## src/rtl/aai_word_seq.sv

```systemverilog
module aai_word_seq #(
  parameter int ADDR_W   = 20,
  parameter int BUSY_CYC = 64
) (
  input  logic              clk,
  input  logic              rst_n,
  input  logic              cs_n,
  input  logic              cs_start,
  input  logic              cs_end,
  input  logic              byte_vld,
  input  logic [7:0]        byte_dat,
  input  logic [ADDR_W:0]   prot_lo,
  output logic              prog_req,
  output logic [ADDR_W-1:0] prog_addr,
  output logic [7:0]        prog_d0,
  output logic [7:0]        prog_d1,
  output logic              stat_busy,
  output logic              stat_wel,
  output logic              stat_aai,
  output logic              so_oe,
  output logic              so_val
);
  localparam int CW = $clog2(BUSY_CYC + 1);
  localparam logic [7:0] OP_WORD = 8'hAD, OP_WEN = 8'h06, OP_WDIS = 8'h04,
                         OP_RBON = 8'h70, OP_RBOFF = 8'h80;

  logic [7:0]        op, d0, d1;
  logic [2:0]        bcnt;
  logic [ADDR_W-1:0] a_sh, wa;
  logic [CW-1:0]     cnt;
  logic              hw_en;

  wire single = cs_end && bcnt == 3'd1;
  wire [ADDR_W-1:0] start_word = {a_sh[ADDR_W-1:1], 1'b0};
  wire [ADDR_W:0]   next_ext   = {1'b0, wa} + (ADDR_W+1)'(2);

  wire do_wen   = single && op == OP_WEN && !stat_aai;
  wire do_wdis  = single && op == OP_WDIS;
  wire do_rbon  = single && op == OP_RBON && !stat_aai;
  wire do_rboff = single && op == OP_RBOFF && !stat_aai;
  wire do_first = cs_end && !stat_aai && !stat_busy && op == OP_WORD && bcnt == 3'd6
                  && stat_wel && ({1'b0, start_word} < prot_lo);
  wire do_next  = cs_end && stat_aai && !stat_busy && op == OP_WORD && bcnt == 3'd3
                  && (next_ext < prot_lo);
  wire done     = cnt == CW'(1);
  wire top_exit = done && stat_aai && (next_ext >= prot_lo);

  assign stat_busy = cnt != '0;
  assign so_oe     = hw_en && stat_aai && !cs_n;
  assign so_val    = !stat_busy;

  always_ff @(posedge clk or negedge rst_n)
    if (!rst_n) begin
      op <= '0; bcnt <= '0; a_sh <= '0; d0 <= '0; d1 <= '0;
    end else if (cs_start) begin
      op <= '0; bcnt <= '0;
    end else if (byte_vld) begin
      if (bcnt == 3'd0) op <= byte_dat;
      else if (op == OP_WORD && !stat_aai) begin
        if (bcnt <= 3'd3) a_sh <= {a_sh[ADDR_W-9:0], byte_dat};
        else if (bcnt == 3'd4) d0 <= byte_dat;
        else if (bcnt == 3'd5) d1 <= byte_dat;
      end else if (op == OP_WORD) begin
        if (bcnt == 3'd1) d0 <= byte_dat;
        else if (bcnt == 3'd2) d1 <= byte_dat;
      end
      if (bcnt != 3'd7) bcnt <= bcnt + 3'd1;
    end

  always_ff @(posedge clk or negedge rst_n)
    if (!rst_n) begin
      stat_wel <= 1'b0; stat_aai <= 1'b0; hw_en <= 1'b0;
      prog_req <= 1'b0; prog_addr <= '0; prog_d0 <= '0; prog_d1 <= '0;
      wa <= '0; cnt <= '0;
    end else begin
      prog_req <= do_first || do_next;
      if (do_first || do_next) begin
        prog_addr <= do_first ? start_word : next_ext[ADDR_W-1:0];
        wa        <= do_first ? start_word : next_ext[ADDR_W-1:0];
        prog_d0   <= d0;
        prog_d1   <= d1;
        cnt       <= CW'(BUSY_CYC);
      end else if (stat_busy) cnt <= cnt - CW'(1);
      if (do_wen) stat_wel <= 1'b1;
      else if (do_wdis || top_exit) stat_wel <= 1'b0;
      if (do_first) stat_aai <= 1'b1;
      else if (do_wdis || top_exit) stat_aai <= 1'b0;
      if (do_rbon) hw_en <= 1'b1;
      else if (do_rboff) hw_en <= 1'b0;
    end


  aai_entry_chk: assert property (@(posedge clk) disable iff (!rst_n)
    $rose(stat_aai) |-> prog_req);

  req_needs_wel_chk: assert property (@(posedge clk) disable iff (!rst_n)
    prog_req |-> stat_wel);

  addr_step_chk: assert property (@(posedge clk) disable iff (!rst_n)
    prog_req && $past(stat_aai) |-> prog_addr == $past(prog_addr) + ADDR_W'(2));

  no_overlap_chk: assert property (@(posedge clk) disable iff (!rst_n)
    prog_req |-> !$past(stat_busy));

  exit_clears_wel_chk: assert property (@(posedge clk) disable iff (!rst_n)
    $fell(stat_aai) |-> !stat_wel);
endmodule

```

## config.mk

```make
export PLATFORM = sky130hd
export DESIGN_NAME = aai_word_seq
export DESIGN_NICKNAME = d
export VERILOG_FILES = /design/src/rtl/aai_word_seq.sv
export SDC_FILE = /design/constraint.sdc
export NUM_CORES = 1
export LEC_CHECK = 0
export ABC_CLOCK_PERIOD_IN_PS = 3500
export CAP_MARGIN = 15
export CORE_UTILIZATION = 40
export DETAILED_ROUTE_END_ITERATION = 8
export HOLD_SLACK_MARGIN = 0.08
export PLACE_DENSITY_LB_ADDON = 0.1
export SLEW_MARGIN = 10
export SYNTH_ARGS = -nofsm -noshare
export SYNTH_HDL_FRONTEND = slang
export SYNTH_SLANG_ARGS = --single-unit
```

## constraint.sdc

```tcl
create_clock -name clk -period 3.5 [get_ports clk]
set_input_delay 0.35 -clock clk [delete_from_list [all_inputs] [get_ports clk]]
set_output_delay 0.35 -clock clk [all_outputs]
set_load 0.01 [all_outputs]
```

==> run metrics, run 1 <==
CORE AREA=13,300 µm²; Die ar.=14,200 µm²; clock latency on the worst-skew pair=0.34 ns; CTS tree=yes; final wirelength=13,700 µm; post-route cell area=6860 µm²; # setup viols final=0; Pins Over Slew Limit=0; Register Area=2330 µm²; WP data arrival=3.49 ns; Num CTS Buffers=9; sw frac=22.5%; clock root cell=clkbuf_16; Psw=0.544 mW; vias after detailed routing=4,274; Slew HR=57.3%; outcome=complete, no violations; TritonRoute pass-1 iters=4; fillers=1,208; ys flop type=dfrtp_1; #FFs+latches synth=93; antenna cells=0; logic gate share of total power=8.3%; Req. time, crit path=3.73 ns; Fin Setup TNS=0 ns; Initial Utilization=41.3%; WL/cell=17.1 µm; sequential fraction of the synthesis area=42.4%; Area after DPL=6500 µm²; vias in the first global route=4,434; met2 WL=6870 µm; GRT overflow=0; fmax=306 MHz; area delta synth->final=25.0%; CTS Sinks=93; syn_nets=619; first-pass GRT wire length=22,900 µm; Hold WC Path Type=flip-flop to flip-flop; non-filler cells, final=804; syn avg cell area=10.2 µm²; Tcrit/Tclk final=93.3%; worst slack at placement=0.158 ns; Tmin final=3.26 ns; crit path kind=flip-flop to flip-flop; Iter 0 DRT Violations=170; share of cells above drive strength 1=15.9%; Synth top area share=42.4%; Cell Area, Synth=5490 µm²; Die H=119 µm; Tot GR Track Use=20.8%; startpoint types=flip-flop; cell-internal power=1.88 mW; initial antenna violation count=0; final setup margin=0.236 ns; Fin. Hold Viols=0; CP Capture Type=flip-flop; skew final=0.00433 ns; Worst IR Drop VDD=0.000407 V; largest net degree at the start of global routing=48; clock transition at the registers of the reported paths=0.07 ns; PortBufs=75; synth warn=0; RSZ-0062 raised after global routing=no; H-tree Lvls=3; post-DP HPWL=10,200 µm; placer's final routability congestion estimate=0.842; Fin Hold WS=0.502 ns; largest cells by area after synthesis=dfrtp_1, ha_1, mux2_2; critical path peak fanout=16; Rows=42; Multi-input gate area=2900 µm²; Cells after DPL=788; # IOs=77; Max-Cap Viols=0; DR WL met3=475 µm; async set-reset flop share out of synthesis=100%; wl on met1=6250 µm; Via density=5.32; DRC viols=0; Yosys top cell by area=dfrtp_1; leakage power=3.26 nW; Post-Syn Instances=536; Core Util, Final=51.6%; PnR Total Power=2.42 mW; sequential share of power=46.0%; Power Density=353 nW/µm²; Netlist cell types=58; CTS max path bufs=2; DRT antenna net count=0; die width=119 µm; count of flip-flops with a built-in enable after synthesis=0; clock power share=45.7%; Least-Margin Pin Slew=0.640 ns; max layer used=met4; # nets final=707
## worst paths after layout
kind	cells past startpoint	endpoint	slack, ns	from
max	13	prog_d1[3]	0.24	wa[1]
min	1	prog_d1[5]	0.50	d1[5]
max reg2reg	13	prog_d1[3]	0.24	wa[1]
min reg2reg	1	prog_d1[5]	0.50	d1[5]
max in group asynchronous	3	prog_d1[2]	2.15	rst_n
min in group asynchronous	2	wa[6]	0.57	rst_n
## sequential cells by signal, indices dropped and copies added (netlist names)
name      cells
prog_d0       8
stat_aai      1
prog_d1       8
d0            8
stat_wel      1
op            8
d1            8
bcnt          3
prog_req      1
cnt           7
a_sh         20
wa           19
hw_en         1
## layout by cell type (no fill, tap or decap), types with 4 or more instances in the layout
master,Yosys,layout
a21oi_1,43,43
a22oi_1,14,14
a32oi_1,4,4
and4_1,4,4
buf_4,1,19
clkbuf_16,0,9
clkdlybuf4s50_1,0,74
dfrtp_1,93,93
ha_1,48,48
inv_1,44,44
mux2_2,41,41
mux2_4,11,11
nand2_1,45,45
nand2b_1,4,4
nand3_1,21,21
nand3b_1,5,5
nand4_1,7,7
nor2_1,35,35
nor2b_1,6,5
nor3_1,8,8
o21ai_0,8,8
o21ai_1,13,13
xnor2_1,15,15
xor2_1,6,6
## worst max-delay path: stages (launching register included)
cell     delay, ns
dfrtp_1       0.40
ha_1          0.22
nand4_1       0.13
nor2_1        0.24
buf_4         0.18
nand3_1       0.09
xnor2_1       0.17
ha_1          0.29
nand4_1       0.14
nor4_2        0.36
o21ai_2       0.15
a41oi_4       0.21
buf_12        0.21
mux2_2        0.34
## power groups by stage
stage / Clock, mW / Combinational, mW / Sequential (mW)
6_report: 1.11 / 0.201 / 1.12
3_5_place_dp: 0 / 0.202 / 1.14
5_1_grt: 1.18 / 0.230 / 1.12
2_1_floorplan: 0 / 0.0965 / 1.13
4_1_cts: 1.13 / 0.205 / 1.12
3_3_place_gp: 0 / 0.198 / 1.14
## synth_stat cells, types with 2 or more instances
cell	instances
ha_1	48
o21ai_0	8
a22oi_1	14
nand2_1	45
nor2_1	35
nand4_1	7
dfrtp_1	93
and2_1	3
nand2b_1	4
or3_1	3
nor4_1	4
mux2_2	41
o211ai_1	2
a21oi_1	43
xnor2_1	15
a21o_1	2
and4_1	4
xor2_1	6
buf_6	3
o21ai_1	13
nor3b_1	2
buf_2	3
a32oi_1	4
and3_1	2
mux2_4	11
a211oi_1	2
nor2b_1	6
nand3b_1	5
nand3_1	21
clkbuf_1	9
nor3_1	8
inv_1	44
## cell type report
cell class | instances | share of cell area [%]
flip-flops and latches | 93 | 33.9
inverters | 44 | 2.41
clock inverters | 6 | 1.64
multi-input cells | 381 | 42.2
repair buffers | 95 | 13.3
well taps | 176 | 3.21
clock buffers | 9 | 3.28
## repair_timing
action,CTS,global route
hold buffers,1,0
setup buffers,0,0
gates resized for setup,0,2
hold endpoints to repair,45,0
endpoints found under the setup margin,0,34
## logic make-up (layout without fill, tap and decap cells)
| kind of cell | Yosys count | count (layout) | share of synthesized area (%) |
|---|---|---|---|
| compound gates | 99 | 99 | 11.3 |
| other cells | 1 | 1 | 0.0683 |
| mux | 53 | 53 | 11.6 |
| xor+xnor | 21 | 21 | 3.35 |
| flops | 93 | 93 | 42.4 |
| simple gates | 159 | 159 | 15.2 |
| fa+ha+maj | 48 | 48 | 10.9 |
| buf+inv | 62 | 154 | 5.08 |
## metal layers
| layer | global-route usage (%) | up-vias |
|---|---|---|
| met1 | 27.5 | 2114 |
| met2 | 35.0 | 90 |
| met3 | 2.83 | 9 |
| met5 | 0 | - |
| met4 | 6.65 | 0 |
| li1 | - | 2061 |
No activity file was read; power rests on OpenSTA's default activity.
==> run 2: changes to the inputs <==
--- a/config.mk
+++ b/config.mk
@@ -5,12 +5,13 @@
 export SDC_FILE = /design/constraint.sdc
 export NUM_CORES = 1
 export LEC_CHECK = 0
+export ABC_AREA = 1
 export ABC_CLOCK_PERIOD_IN_PS = 3500
 export CAP_MARGIN = 15
 export CORE_UTILIZATION = 40
 export DETAILED_ROUTE_END_ITERATION = 8
 export HOLD_SLACK_MARGIN = 0.08
-export PLACE_DENSITY_LB_ADDON = 0.1
+export PLACE_DENSITY = 0.57
 export SLEW_MARGIN = 10
 export SYNTH_ARGS = -nofsm -noshare
 export SYNTH_HDL_FRONTEND = slang
==> run 2 against run 1 <==
Net effect: global-route usage grew 1.8 points; flip-flop and latch count is the same; non-clock buffer count shrank 7; critical path type unchanged.
==> run metrics, run 2 <==
vias after detailed routing=5,133; outcome=complete, no violations; Hold WC Path Type=flip-flop to flip-flop; Synth top area share=40.7%; slowest CP cell=dfrtp_1; CP delay by family, top=simple AND/OR/NAND/NOR gates; share of cells above drive strength 1=6.46%; worst r2r path cells=15; Core Util, Final=50.4%; Slew HR=39.1%; Most flops, register=a_sh; area delta synth->final=22.4%; # nets final=899; clock root cell=clkbuf_16; syn avg cell area=7.77 µm²; # IOs=77; Pins Over Slew Limit=0; crit path kind=flip-flop to flip-flop; worst path bufs/invs=2; CORE AREA=13,900 µm²; Netlist cell types=37; # setup viols final=0; skew final=0.00847 ns; Post-Syn Instances=735; r2r setup slk=0.44 ns; most common cell after layout, fill and taps aside=nand2_1; Synth top cells by count=nand2_1, nand3_1, dfrtp_1, inv_1, nor2_1; CTS Sinks=93; async set-reset flop share out of synthesis=100%; Max-Cap Viols=0; biggest regs=a_sh x20, wa x19; Yosys top cell by area=dfrtp_1; GRT overflow=0; WP data arrival=3.29 ns; largest net degree at the start of global routing=43; Power Density=325 nW/µm²; Num CTS Buffers=9; DRT antenna net count=0; Fin. Hold Viols=0; Hold Path Depth=2; simple-gate share of the synthesized area=31.6%; CP peak stage delay=0.40 ns; Initial Utilization=41.1%; most frequent cells in the layout=nand2_1, nand3_1, inv_1, dfrtp_1, clkdlybuf4s50_1; Synth Area in XOR/XNOR=2.30%; PnR Total Power=2.27 mW; die width=121 µm; startpoint types=flip-flop; placer's final routability congestion estimate=0.903; fmax=327 MHz; Iter 0 DRT Violations=343; CTS max path bufs=2; Via density=5.13; Rows=43; CP Capture Type=flip-flop; most frequent cell after synthesis=nand2_1; initial antenna violation count=0; Worst IR Drop VDD=0.000191 V; Die ar.=14,800 µm²; WL/cell=15.5 µm; synth warn=0; compound-gate portion of the synthesized area=5.78%; crit-path cells=inv_1, nor2_1, nand4_1, nor2_1, xor2_1, ha_1, a21oi_1, nand2_1, nand2_1, nand2_1, nor2_2, nand3_1, buf_4, nand3_1, nand3_1; leakage power=3.64 nW; reg2reg start=wa[1]; final wirelength=15,500 µm; clock transition at the registers of the reported paths=0.07 ns; TritonRoute pass-1 iters=4; antenna cells=0; Req. time, crit path=3.73 ns; syn_nets=818; count of flip-flops with a built-in enable after synthesis=0; largest cells by area after synthesis=dfrtp_1, nand2_1, nand3_1; CTS tree=yes; #FFs+latches synth=93; Tot GR Track Use=22.6%; main combinational cell family by area after synthesis=simple AND/OR/NAND/NOR gates; ys flop type=dfrtp_1; worst r2r dst=wa[12]; H-tree Lvls=3; PortBufs=75; mux cell area share after synthesis=0.986%; first-pass GRT wire length=25,500 µm; Fin Setup TNS=0 ns; Tcrit/Tclk final=87.4%; Hold Crit Endpoint=prog_d1[3]; Die H=121 µm; HP Start=d1[3]; vias in the first global route=4,928; sequential fraction of the synthesis area=40.7%; max reg flops=20; critical path peak fanout=12; Least-Margin Pin Slew=0.913 ns; Tmin final=3.06 ns; DRC viols=0; post-DP HPWL=11,900 µm; adder-cell share of the synthesized area=10.5%; Cell Area, Synth=5710 µm²; RSZ-0062 raised after global routing=no; clock latency on the worst-skew pair=0.35 ns
[run 2: worst max-delay path by stage]
stage / start / to / slack [ns] / cells past startpoint
2_1_floorplan: wa[1] / wa[10] / 0.66 / 21
3_3_place_gp: wa[2] / prog_d1[1] / 0.35 / 20
3_5_place_dp: wa[1] / wa[10] / 0.30 / 20
4_1_cts: wa[2] / prog_d1[6] / 0.27 / 20
5_1_grt: wa[2] / wa[10] / 0.09 / 21
6_report: wa[1] / wa[12] / 0.44 / 15
[run 2: what timing repair did]
item / in CTS / in global routing
setup buffers: 0 / 0
hold buffers: 1 / 0
endpoints found under the setup margin: 0 / 36
endpoints found under the hold margin: 40 / 0
resized for setup: 0 / 2
[run 2: routing by layer]
metal  up-vias  global-route usage (%)  share of wire (%)
li1       2564                       -                  -
met1      2443                    31.1                 48
met2       109                    36.2                 46
met3        17                    3.85                3.6
met4         0                    6.71                1.9
met5         -                       0                  0
[run 2: cell families (layout without fill, tap and decap cells)]
| group | Yosys count | in the layout |
|---|---|---|
| mux | 5 | 5 |
| flops | 93 | 93 |
| xor+xnor | 15 | 15 |
| other cells | 1 | 1 |
| fa+ha+maj | 48 | 48 |
| simple gates | 398 | 398 |
| buf+inv | 114 | 200 |
| compound gates | 61 | 61 |
[run 2: worst register-to-register path, stage by stage, from the launching register on]
cell and delay, ns:
dfrtp_1 0.40, inv_1 0.09, nor2_1 0.33, nand4_1 0.22, nor2_1 0.26, xor2_1 0.23
ha_1 0.28, a21oi_1 0.18, nand2_1 0.08, nand2_1 0.05, nand2_1 0.05, nor2_2 0.18
nand3_1 0.18, buf_4 0.24, nand3_1 0.09, nand3_1 0.08
[run 2: cell type report]
| cell class | instances | area [µm²] |
|---|---|---|
| Clock buffer | 11 | 253 |
| Clock inverter | 5 | 41.3 |
| Fill cell | 1387 | 6890 |
| Inverter | 96 | 360 |
| Multi-Input combinational cell | 528 | 2940 |
| Sequential cell | 93 | 2330 |
| Tap cell | 180 | 225 |
| Timing Repair Buffer | 88 | 848 |
[run 2: metrics by stage]
step	worst slack [ns]	std cells	area (µm²)	hold WS, ns
floorplan	0.657	735	5710	0.0544
global placement	0.350	984	6680	0.385
detailed placement	0.303	984	6680	0.388
CTS	0.267	1001	6980	0.478
global route	0.0857	1001	6990	0.506
finish	0.442	1001	6990	0.476
[run 2: power breakdown]
part	switching (mW)	total (mW)	internal, mW
Sequential	0.0114	1.10	1.09
Clock	0.460	0.991	0.530
Combinational	0.111	0.183	0.0724
Total	0.583	2.27	1.69
==> run 3: changes to the inputs <==
--- a/config.mk
+++ b/config.mk
@@ -8,10 +8,12 @@
 export ABC_AREA = 1
 export ABC_CLOCK_PERIOD_IN_PS = 3500
 export CAP_MARGIN = 15
-export CORE_UTILIZATION = 40
+export CORE_MARGIN = 2
+export CORE_UTILIZATION = 49
+export CTS_CLUSTER_SIZE = 25
 export DETAILED_ROUTE_END_ITERATION = 8
 export HOLD_SLACK_MARGIN = 0.08
-export PLACE_DENSITY = 0.57
+export PLACE_DENSITY = 0.68
 export SLEW_MARGIN = 10
 export SYNTH_ARGS = -nofsm -noshare
 export SYNTH_HDL_FRONTEND = slang
==> run 3 against run 2 <==
Net effect: worst hold slack got worse by 0.041 ns; wire length is 4.6% lower; die area is 15% lower; power decreased by 0.55%; clock skew rose by 0.0022 ns; highest routed layer unchanged.
==> run metrics, run 3 (same netlist as run 2, synthesis figures left out) <==
max reg flops=20; Power Density=327 nW/µm²; Initial Utilization=50.0%; Most flops, register=a_sh; Max-Cap Viols=0; die width=112 µm; Least-Margin Pin Slew=0.883 ns; final wirelength=14,800 µm; Req. time, crit path=3.73 ns; area delta synth->final=21.1%; fillers=1,058; WL/cell=15.4 µm; clock latency on the worst-skew pair=0.35 ns; Iter 0 DRT Violations=379; Fin Setup TNS=0 ns; CTS max path bufs=2; antenna cells=0; sequential share of power=48.6%; logic gate share of total power=8.0%; vias after detailed routing=5,179; GRT overflow=0; Num CTS Buffers=9; non-filler cells, final=961; crit path kind=flip-flop to flip-flop; vias in the first global route=5,127; # nets final=896; reg2reg start=wa[1]; Psw=0.571 mW; post-CTS sizing=0; Tot GR Track Use=24.8%; Pins Over Slew Limit=0; Fin Hold WS=0.435 ns; CORE AREA=11,400 µm²; Tmin final=3.14 ns; Worst IR Drop VDD=0.000240 V; clock root cell=clkbuf_16; PortBufs=75; DRC viols=0; RSZ-0062 raised after global routing=no; sw frac=25.2%; Die ar.=12,500 µm²; skew final=0.0107 ns; TritonRoute pass-1 iters=5; cell-internal power=1.69 mW; CTS tree=yes; most common cell after layout, fill and taps aside=nand2_1; leakage power=3.62 nW; Rows=39; critical path peak fanout=12; Fin. Hold Viols=0; most frequent cells in the layout=nand2_1, nand3_1, inv_1, dfrtp_1, clkdlybuf4s50_1; fmax=319 MHz; outcome=complete, no violations; clock power share=43.4%; worst r2r dst=wa[5]; share of cells above drive strength 1=5.87%; CP Capture Type=flip-flop; Slew HR=41.1%; Hold WC Path Type=input port to asynchronous set/reset pin; # IOs=77; Setup Fix Bufs, Post-CTS=0; first-pass GRT wire length=24,900 µm; initial antenna violation count=0; DRT antenna net count=0; WP data arrival=3.37 ns; PnR Total Power=2.26 mW; startpoint types=flip-flop; worst r2r path cells=21; CTS Sinks=93; Tcrit/Tclk final=89.7%; H-tree Lvls=3; # setup viols final=0; biggest regs=a_sh x20, wa x19; Cells after DPL=944; placer's final routability congestion estimate=0.884; post-DP HPWL=11,400 µm; largest net degree at the start of global routing=38; Die H=112 µm; r2r setup slk=0.36 ns; Via density=5.39; clock transition at the registers of the reported paths=0.07 ns
## run 3: area by class of cell
type | instances | area (µm²) | share of cell area (%)
flip-flops and latches | 93 | 2330 | 33.7
inverters | 96 | 360 | 5.21
clock inverters | 5 | 41.3 | 0.597
multi-input cells | 528 | 2930 | 42.3
repair buffers | 85 | 826 | 11.9
clock buffers | 11 | 253 | 3.66
well taps | 143 | 179 | 2.59
## run 3: stage by stage
stage	cell area [µm²]	utilization, %	setup WS, ns
floorplan	5710	-	0.657
global placement	6610	57.9	0.457
detailed placement	6610	57.9	0.406
CTS	6910	60.6	0.386
global route	6910	60.6	0.0106
finish	6910	60.6	0.361
## run 3: worst max-delay path by stage
stage	startpoint	to	slack, ns	depth (start not counted)
CTS	wa[1]	wa[5]	0.39	21
global placement	wa[1]	wa[8]	0.46	21
global route	wa[1]	prog_d0[7]	0.01	17
finish	wa[1]	wa[5]	0.36	21
floorplan	wa[1]	wa[10]	0.66	21
detailed placement	wa[1]	wa[5]	0.41	21
## run 3: worst max-delay path, stage by stage, from the launching register on
cell and delay, ns:
dfrtp_1 0.39, ha_1 0.20, nand3_1 0.18, nor3_1 0.32
nand2_1 0.16, nor2_1 0.12, nand2_1 0.06, nand2_1 0.08
inv_1 0.04, ha_1 0.26, nand2_1 0.04, nor2_1 0.11
nand2_1 0.08, nor2_1 0.10, nand2_1 0.05, inv_1 0.05
nor2_1 0.07, nand2_1 0.09, clkinv_1 0.19, buf_4 0.26
nand3_1 0.08, nand3_1 0.07
## run 3: what timing repair did
action	CTS	global route
endpoints found under the setup margin	0	1
endpoints found under the hold margin	20	0
hold buffers	1	0
## run 3: layer usage
metal  vias to the layer above  wire length [µm]  track usage [%]
met5                         -                 0                0
met4                         0               332             7.72
met3                        26               915             3.81
met2                       164              6780             40.2
met1                      2423              6790             34.5
li1                       2566                 -                -
## run 3: power by group through the flow
stage	Sequential [mW]	Clock (mW)	Combinational, mW
2_1_floorplan	1.12	0	0.0864
5_1_grt	1.10	1.04	0.206
4_1_cts	1.10	0.991	0.182
3_5_place_dp	1.12	0	0.180
3_3_place_gp	1.12	0	0.176
6_report	1.10	0.981	0.181
